===== src/rtl/gpio_ctrl_pkg.sv =====
package gpio_ctrl_pkg;
  localparam int IDX_W       = 4;
  localparam int BANK_STRIDE = 4;

  // Offsets inside one bank window
  localparam int OFS_IN  = 0;
  localparam int OFS_OUT = 1;
  localparam int OFS_DIR = 2;
  localparam int OFS_ALT = 3;

  typedef enum logic [IDX_W-1:0] {
    RX_IN0   = 4'd0,
    RX_OUT0  = 4'd1,
    RX_DIR0  = 4'd2,
    RX_ALT0  = 4'd3,
    RX_IN1   = 4'd4,
    RX_OUT1  = 4'd5,
    RX_DIR1  = 4'd6,
    RX_ALT1  = 4'd7,
    RX_TEDGE = 4'd8,
    RX_THI   = 4'd9,
    RX_TLO   = 4'd10,
    RX_PEND  = 4'd11,
    RX_MASK  = 4'd12,
    RX_ACK   = 4'd13
  } reg_idx_e;

  typedef struct packed {
    logic edge_sel;
    logic hi;
    logic lo;
  } trig_cfg_t;
endpackage


===== src/rtl/gpio_sync.sv =====
module gpio_sync #(
  parameter int W      = 64,
  parameter int STAGES = 2
) (
  input  logic         clk,
  input  logic         rst_n,
  input  logic [W-1:0] d,
  output logic [W-1:0] q
);
  logic [STAGES-1:0][W-1:0] stage_q;

  always_ff @(posedge clk or negedge rst_n) begin
    if (!rst_n) begin
      stage_q <= '0;
    end else begin
      stage_q[0] <= d;
      for (int k = 1; k < STAGES; k++) begin
        stage_q[k] <= stage_q[k-1];
      end
    end
  end

  assign q = stage_q[STAGES-1];
endmodule


===== src/rtl/gpio_pad_mux.sv =====
module gpio_pad_mux #(
  parameter int W = 64
) (
  input  logic [W-1:0] out_val,
  input  logic [W-1:0] dir,
  input  logic [W-1:0] alt_sel,
  input  logic [W-1:0] alt_out,
  input  logic [W-1:0] alt_oe,
  output logic [W-1:0] pad_out,
  output logic [W-1:0] pad_oe
);
  for (genvar p = 0; p < W; p++) begin : g_pin
    always_comb begin
      if (alt_sel[p]) begin
        pad_out[p] = alt_out[p];
        pad_oe[p]  = alt_oe[p];
      end else begin
        pad_out[p] = out_val[p];
        pad_oe[p]  = dir[p];
      end
    end
  end
endmodule


===== src/rtl/gpio_irq_cell.sv =====
module gpio_irq_cell
  import gpio_ctrl_pkg::*;
(
  input  logic      clk,
  input  logic      rst_n,
  input  logic      pin_s,
  input  trig_cfg_t cfg,
  input  logic      ack,
  output logic      pend
);
  logic prev_q;
  logic pend_q;
  logic hit_edge;
  logic hit_level;

  always_comb begin
    hit_edge  = (cfg.hi & pin_s & ~prev_q) | (cfg.lo & ~pin_s & prev_q);
    hit_level = (cfg.hi & pin_s) | (cfg.lo & ~pin_s);
  end

  always_ff @(posedge clk or negedge rst_n) begin
    if (!rst_n) begin
      prev_q <= 1'b0;
      pend_q <= 1'b0;
    end else begin
      prev_q <= pin_s;
      if (ack)
        pend_q <= 1'b0;
      else if (cfg.edge_sel)
        pend_q <= pend_q | hit_edge;
      else
        pend_q <= hit_level;
    end
  end

  assign pend = pend_q;
endmodule


===== src/rtl/gpio_ctrl.sv =====
module gpio_ctrl
  import gpio_ctrl_pkg::*;
#(
  parameter int DATA_W      = 32,
  parameter int NBANK       = 2,
  parameter int NIRQ        = 16,
  parameter int SYNC_STAGES = 2
) (
  input  logic                    clk,
  input  logic                    rst_n,
  input  logic [IDX_W-1:0]        reg_addr,
  input  logic                    reg_we,
  input  logic [DATA_W-1:0]       reg_wdata,
  output logic [DATA_W-1:0]       reg_rdata,
  input  logic [DATA_W*NBANK-1:0] pad_in,
  output logic [DATA_W*NBANK-1:0] pad_out,
  output logic [DATA_W*NBANK-1:0] pad_oe,
  input  logic [DATA_W*NBANK-1:0] alt_out,
  input  logic [DATA_W*NBANK-1:0] alt_oe,
  output logic                    irq_out
);
  localparam int NPINS = DATA_W * NBANK;
  localparam int PAD_W = DATA_W - NIRQ;

  logic [NPINS-1:0] out_q, dir_q, alt_q;
  logic [NPINS-1:0] pin_sync;
  logic [NIRQ-1:0]  trig_edge_q, trig_hi_q, trig_lo_q;
  logic [NIRQ-1:0]  irq_mask_q, irq_ack_q;
  logic [NIRQ-1:0]  irq_pend;

  // Register writes
  always_ff @(posedge clk or negedge rst_n) begin
    if (!rst_n) begin
      out_q       <= '0;
      dir_q       <= '0;
      alt_q       <= '0;
      trig_edge_q <= '0;
      trig_hi_q   <= '0;
      trig_lo_q   <= '0;
      irq_mask_q  <= '0;
      irq_ack_q   <= '0;
    end else if (reg_we) begin
      for (int b = 0; b < NBANK; b++) begin
        if (int'(reg_addr) == b*BANK_STRIDE + OFS_OUT) out_q[b*DATA_W +: DATA_W] <= reg_wdata;
        if (int'(reg_addr) == b*BANK_STRIDE + OFS_DIR) dir_q[b*DATA_W +: DATA_W] <= reg_wdata;
        if (int'(reg_addr) == b*BANK_STRIDE + OFS_ALT) alt_q[b*DATA_W +: DATA_W] <= reg_wdata;
      end
      case (reg_addr)
        RX_TEDGE: trig_edge_q <= reg_wdata[NIRQ-1:0];
        RX_THI:   trig_hi_q   <= reg_wdata[NIRQ-1:0];
        RX_TLO:   trig_lo_q   <= reg_wdata[NIRQ-1:0];
        RX_MASK:  irq_mask_q  <= reg_wdata[NIRQ-1:0];
        RX_ACK:   irq_ack_q   <= reg_wdata[NIRQ-1:0];
        default: ;
      endcase
    end
  end

  // Register readback
  always_comb begin
    reg_rdata = '0;
    for (int b = 0; b < NBANK; b++) begin
      if (int'(reg_addr) == b*BANK_STRIDE + OFS_IN)  reg_rdata = pin_sync[b*DATA_W +: DATA_W];
      if (int'(reg_addr) == b*BANK_STRIDE + OFS_OUT) reg_rdata = out_q[b*DATA_W +: DATA_W];
      if (int'(reg_addr) == b*BANK_STRIDE + OFS_DIR) reg_rdata = dir_q[b*DATA_W +: DATA_W];
      if (int'(reg_addr) == b*BANK_STRIDE + OFS_ALT) reg_rdata = alt_q[b*DATA_W +: DATA_W];
    end
    case (reg_addr)
      RX_TEDGE: reg_rdata = {{PAD_W{1'b0}}, trig_edge_q};
      RX_THI:   reg_rdata = {{PAD_W{1'b0}}, trig_hi_q};
      RX_TLO:   reg_rdata = {{PAD_W{1'b0}}, trig_lo_q};
      RX_PEND:  reg_rdata = {{PAD_W{1'b0}}, irq_pend};
      RX_MASK:  reg_rdata = {{PAD_W{1'b0}}, irq_mask_q};
      RX_ACK:   reg_rdata = {{PAD_W{1'b0}}, irq_ack_q};
      default: ;
    endcase
  end

  gpio_sync #(.W(NPINS), .STAGES(SYNC_STAGES)) u_sync (
    .clk   (clk),
    .rst_n (rst_n),
    .d     (pad_in),
    .q     (pin_sync)
  );

  gpio_pad_mux #(.W(NPINS)) u_mux (
    .out_val (out_q),
    .dir     (dir_q),
    .alt_sel (alt_q),
    .alt_out (alt_out),
    .alt_oe  (alt_oe),
    .pad_out (pad_out),
    .pad_oe  (pad_oe)
  );

  for (genvar i = 0; i < NIRQ; i++) begin : g_irq
    trig_cfg_t cfg;
    assign cfg = '{edge_sel: trig_edge_q[i], hi: trig_hi_q[i], lo: trig_lo_q[i]};
    gpio_irq_cell u_cell (
      .clk   (clk),
      .rst_n (rst_n),
      .pin_s (pin_sync[i]),
      .cfg   (cfg),
      .ack   (irq_ack_q[i]),
      .pend  (irq_pend[i])
    );
  end

  assign irq_out = |(irq_pend & irq_mask_q);
endmodule


===== config.mk =====
export PLATFORM = sky130hd
export DESIGN_NAME = gpio_ctrl
export DESIGN_NICKNAME = d
export VERILOG_FILES = /design/src/rtl/gpio_ctrl_pkg.sv /design/src/rtl/gpio_sync.sv /design/src/rtl/gpio_pad_mux.sv /design/src/rtl/gpio_irq_cell.sv /design/src/rtl/gpio_ctrl.sv
export SDC_FILE = /design/constraint.sdc
export NUM_CORES = 1
export LEC_CHECK = 0
export BUFFER_PORTS_ARGS = -buffer_cell sky130_fd_sc_hd__clkbuf_2
export CORE_MARGIN = 4
export CORE_UTILIZATION = 42
export CTS_CLUSTER_DIAMETER = 50
export DETAILED_ROUTE_END_ITERATION = 10
export PLACE_DENSITY_LB_ADDON = 0.1
export SYNTH_ARGS = -nofsm -noshare
export SYNTH_HDL_FRONTEND = slang
export SYNTH_SLANG_ARGS = --single-unit

===== constraint.sdc =====
create_clock -name clk -period 2.85 [get_ports clk]
set_clock_uncertainty 0.1 [all_clocks]
set_input_delay 0.285 -clock clk [delete_from_list [all_inputs] [get_ports clk]]
set_output_delay 0.285 -clock clk [all_outputs]
set_load 0.01 [all_outputs]

Yosys cells after proc, flatten, opt, wreduce, memory -nomap -nowiden

Index checks and enable logic that the tools add are counted.

Bitwise logic cells: 145
Eq/ne operators: 13
Reductions and logical operators: 13
Mux-type cells: 169

Operator list:

| kind               | count |
|---|---|
| $mux 32            | 8 |
| $pmux 32 s6        | 1 |
| $mux 1             | 160 |
| $and 1x1->1        | 64 |
| $or 1x1->1         | 48 |
| $eq 4x4->1 const B | 10 |
| $not 1->1          | 32 |
| $reduce_and 2->1   | 11 |
| $and 16x16->16     | 1 |
| $reduce_or 16->1   | 1 |
| $eq 4x3->1 const B | 2 |
| $eq 4x2->1 const B | 1 |
| $logic_not 4->1    | 1 |

Logic and storage cells: 385
Register bits after elaboration: 432
Input port bits: 231

Depth between registers and ports, before layout

Word-level depth: 10
Depth in mapped cells: 9
Gate-level depth less buffers: 4

By module

Synthesis repeated with hierarchy kept, for this count alone.

Cells, all modules: 1,570
Area total of the unflattened synthesis: 20,315.7 um^2

Modules (own cells, without submodules):

| module        | cells an instance | instances | area an instance (um^2) |
|---|---|---|---|
| gpio_ctrl     | 1,106             | 1         | 13,506.7 |
| gpio_sync     | 192               | 1         | 3,683.5 |
| gpio_irq_cell | 9                 | 16        | 100.1 |
| gpio_pad_mux  | 128               | 1         | 1,524.0 |

Least setup slack after synthesis

No wires, ideal clock.

Path kind: input-to-output
Start: input port reg_addr[0]
End: output port reg_rdata[16]
Data required time: 2.465 ns
Path slack: 0.960 ns
Arrival: 1.505 ns
Path buffers: 3
Cell stages on the path: 7
Cells stage by stage: buf_6 > buf_6 > and2_1 > nor2b_1 > buf_2 > a21oi_1 > o31ai_1

Longest elaborated chain between the ends: 10

RTL lines:

| what            | RTL line        | source |
|---|---|---|
| start, declared | gpio_ctrl.sv:11 | `input logic [IDX_W-1:0] reg_addr,` |
| $logic_not 4->1 | gpio_ctrl.sv:63 | `if (int'(reg_addr) == b*BANK_STRIDE + OFS_IN) reg_rdata = pin_sync[b*DATA_W +: DATA_W];` |
| $mux 32         | gpio_ctrl.sv:63 |  |
| $mux 32         | gpio_ctrl.sv:64 | `if (int'(reg_addr) == b*BANK_STRIDE + OFS_OUT) reg_rdata = out_q[b*DATA_W +: DATA_W];` |
| $mux 32         | gpio_ctrl.sv:65 | `if (int'(reg_addr) == b*BANK_STRIDE + OFS_DIR) reg_rdata = dir_q[b*DATA_W +: DATA_W];` |
| $mux 32         | gpio_ctrl.sv:66 | `if (int'(reg_addr) == b*BANK_STRIDE + OFS_ALT) reg_rdata = alt_q[b*DATA_W +: DATA_W];` |
| $mux 32         | gpio_ctrl.sv:63 |  |
| $mux 32         | gpio_ctrl.sv:64 |  |
| $mux 32         | gpio_ctrl.sv:65 |  |
| $mux 32         | gpio_ctrl.sv:66 |  |
| $pmux 32 s6 *   | gpio_ctrl.sv:68 | `case (reg_addr)` |
| end, declared   | gpio_ctrl.sv:14 | `output logic [DATA_W-1:0] reg_rdata,` |

Every way passes the cells marked *; elsewhere a longest branch is shown, timed or not.

Worst setup path in the final report

Start: register alt_q[11]
End: output port reg_rdata[11]

Longest elaborated chain between the ends: 6

RTL lines:

| what            | RTL line        | source |
|---|---|---|
| start, declared | gpio_ctrl.sv:25 | `logic [NPINS-1:0] out_q, dir_q, alt_q;` |
| $mux 32         | gpio_ctrl.sv:66 |  |
| $mux 32         | gpio_ctrl.sv:63 |  |
| $mux 32         | gpio_ctrl.sv:64 |  |
| $mux 32         | gpio_ctrl.sv:65 |  |
| $mux 32         | gpio_ctrl.sv:66 |  |
| $pmux 32 s6     | gpio_ctrl.sv:68 |  |

No other way between the ends.

==> flow_metrics.env <==
export IMPL_p_clk_frac=0.342
export IMPL_design_core_area_um2=46600
export IMPL_comb_power_share=0.211
export IMPL_p_seq_frac=0.447
export IMPL_drc_errors=0
export IMPL_ys_dominant_reg_cell="dfrtp_1"
export IMPL_wl_met1_mm=27.5
export IMPL_cts_tree="built"
export IMPL_finalSetupViolCount=0
export IMPL_holdCritPathClass="primary input to register"
export IMPL_p_int_uw=13300
export IMPL_yosys_area_top_type="dfrtp_1"
export IMPL_first_pass_iters=5
export IMPL_synth_most_common_cell="dfrtp_1"
export IMPL_top_layer_used="met5"
export IMPL_cp_data_required_time_ns=2.47
export IMPL_post_cts_resized=0
export IMPL_synthCells=1446
export IMPL_crit_path_start_kind="register"
export IMPL_hold_end="trig_hi_q[14]"
export IMPL_period_minus_slack_ns=2.76
export IMPL_nNetsFinal=2168
export IMPL_outcome="complete, no violations"
export IMPL_cp_arrival_ns=2.37
export IMPL_fin_cells=2589
export IMPL_relSlewSlack=0.567
export IMPL_rr_worst_depth=3
export IMPL_clock_path_buffers=3
export IMPL_ys_types=62
export IMPL_timing_rr_start="u_sync.q[8]"
export IMPL_cp_cell_sequence="mux4_2, nand2_1, a21oi_1, or4_1, clkbuf_2"
export IMPL_r2r_slack_ns=1.79
export IMPL_die_x_um=225
export IMPL_io_buffers=391
export IMPL_hold_start="reg_wdata[14]"
export IMPL_reg2reg_to="g_irq[8].u_cell.pend"
export IMPL_slowest_stage="or4_1"
export IMPL_syn_nets=1677
export IMPL_vias=14300
export IMPL_drive_above_1_share=0.476
export IMPL_yosysSeqAreaShare=0.546
export IMPL_syn_cell_area_um2=19800
export IMPL_num_rows=79
export IMPL_die_h_um=225
export IMPL_tns_ns=0
export IMPL_wl_met3_mm=3.39
export IMPL_clock_latency_ns=0.59
export IMPL_wl_per_cell_um=24.0
export IMPL_holdWs_ns=0.0225
export IMPL_synth_common_cells="432 x dfrtp_1, 355 x mux2_2, 61 x mux2i_1"
export IMPL_synth_edff_count=0
export IMPL_hpwl_mm=44.6
export IMPL_fin_crit_sh=0.968
export IMPL_gp_congestion=0.834
export IMPL_timing_fmax_mhz=362
export IMPL_initial_core_util=0.426
export IMPL_path_buf_inv=1
export IMPL_antenna_found_initial=3
export IMPL_die_area_um2=50700
export IMPL_synth_top_area_frac=0.546
export IMPL_drt_total_wl_mm=62.0
export IMPL_drv_slew=0
export IMPL_htreeDepth=2
export IMPL_crit_path_end_kind="output port"
export IMPL_ys_ff_latch=432
export IMPL_synth_area_per_cell_um2=13.7
export IMPL_p_leak_uw=0.0116
export IMPL_cts_root_buffer="clkbuf_16"
export IMPL_yosys_top_cells_area="dfrtp_1 55%, mux2_2 20%, mux2_1 3.1%"
export IMPL_p_switching_uw=5490
export IMPL_gr_total_overflow=0
export IMPL_dp_cells=2410
export IMPL_nFillCells=3965
export IMPL_synth_warnings=0
export IMPL_max_stage_delay_ns=0.52
export IMPL_clkTransAtPathRegs_ns=0.06
export IMPL_async_flop_share=1.00
export IMPL_grt_pass1_wl_mm=93.1
export IMPL_final_hold_viol_count=0
export IMPL_path_delay_family="simple AND/OR/NAND/NOR gates"
export IMPL_power_density_nw_per_um2=746
export IMPL_worst_pin_slew_ns=0.643
export IMPL_clock_sinks=432
export IMPL_area_growth_pct=26.8
export IMPL_whs_path_depth=2
export IMPL_rsz0062_at_grt="no"
export IMPL_grt_usage=0.241
export IMPL_ios=392
export IMPL_cap_violations=0
export IMPL_place_ws_ns=0.175
export IMPL_ir_drop_uv=619
export IMPL_cts_buffers=50
export IMPL_worst_slack_ns=0.0910
export IMPL_power_uw=18700
export IMPL_drt_antenna_violating_nets=0
export IMPL_dr_wl_met2_mm=29.5
export IMPL_grt_pass1_vias=15000
export IMPL_grt_max_degree=86
export IMPL_path_class="register to output port"
export IMPL_first_iter_violations=1002
export IMPL_viasPerCell=5.52
export IMPL_crit_fanout=4
export IMPL_swShare=0.293
-- cells in the final DEF, fill, tap and decap left out, types with 9 or more instances in the layout --
master and count:
buf_4 48, clkbuf_1 9, clkbuf_16 51, buf_12 15, o21a_1 13, o211ai_1 16, clkinv_2 13, nand2_1 32
mux4_2 12, clkbuf_2 388, o31ai_1 14, a22o_1 13, dfrtp_1 432, nor2_1 29, a32oi_1 18, nand3_1 20
mux2_4 12, clkbuf_8 10, mux2_1 55, o22ai_1 26, mux2i_1 61, mux2_2 355, a21oi_1 51, a22oi_1 26
dlygate4sd3_1 82, nand2b_1 21, inv_1 25, o21ai_0 16, a222oi_1 9
-- routing by layer --
metal	global-route usage	vias to the layer above
met2	0.388	432
met3	0.0422	106
li1	-	6393
met1	0.338	7354
met5	0	-
met4	0.0672	2
-- sequential cells by signal (all words and copies together), names as in the netlist --
name                 count
alt_q                   64
irq_ack_q               16
trig_lo_q               16
g_irq.u_cell.pend       16
u_sync.stage_q          64
dir_q                   64
trig_hi_q               16
irq_mask_q              16
u_sync.q                64
trig_edge_q             16
g_irq.u_cell.prev_q     16
out_q                   64
-- through the flow --
stage	util	area, um2
global placement	0.486	22600
CTS	0.540	25100
floorplan	-	19800
global route	0.540	25100
detailed placement	0.486	22600
finish	0.540	25100
-- timing repair --
item                                   in CTS  in global routing
buffers inserted                            0                  0
hold buffers                               82                  0
endpoints found under the hold margin     219                  0
-- kinds of logic after synthesis --
kind of cell,share of synthesized area
AND/OR/NAND/NOR,0.0424
AO/OA/AOI/OAI,0.0907
buffers and inverters,0.0346
flip-flops,0.546
multiplexers,0.287
-- final cells by class --
cell class | count | area, um2 | share of cell area
multi-input cells | 893 | 8330 | 0.332
clock buffers | 70 | 1450 | 0.0576
well taps | 607 | 759 | 0.0302
repair buffers | 535 | 3450 | 0.137
flip-flops and latches | 432 | 10800 | 0.430
inverters | 25 | 93.8 | 0.00373
clock inverters | 23 | 224 | 0.00891
diodes | 4 | 10.0 | 0.000398
-- worst max-delay path by stage --
stage	from	end	slack, ns	cells past startpoint
after floorplan	reg_addr[0]	reg_rdata[16]	0.96	7
after global placement	reg_addr[2]	reg_rdata[7]	0.20	8
after detailed placement	reg_addr[2]	reg_rdata[5]	0.17	8
after CTS	u_sync.q[11]	reg_rdata[11]	0.08	5
after global routing	alt_q[11]	reg_rdata[11]	0.01	5
final	alt_q[11]	reg_rdata[11]	0.09	5
-- power by group through the flow --
| stage | combinational (uW) | sequential [uW] | clock [uW] |
|---|---|---|---|
| after CTS | 4000 | 8380 | 6560 |
| after global placement | 3830 | 8450 | 0 |
| after global routing | 4300 | 8520 | 6840 |
| after detailed placement | 3880 | 8480 | 0 |
| final | 3960 | 8370 | 6420 |
| after floorplan | 2600 | 7940 | 0 |
-- worst reg2reg max path, stage by stage (launching register included) --
cell	delay [ns]
dfrtp_1	0.51
inv_1	0.07
a32oi_1	0.17
a21oi_1	0.09
Power figures use the tool's default switching activity.
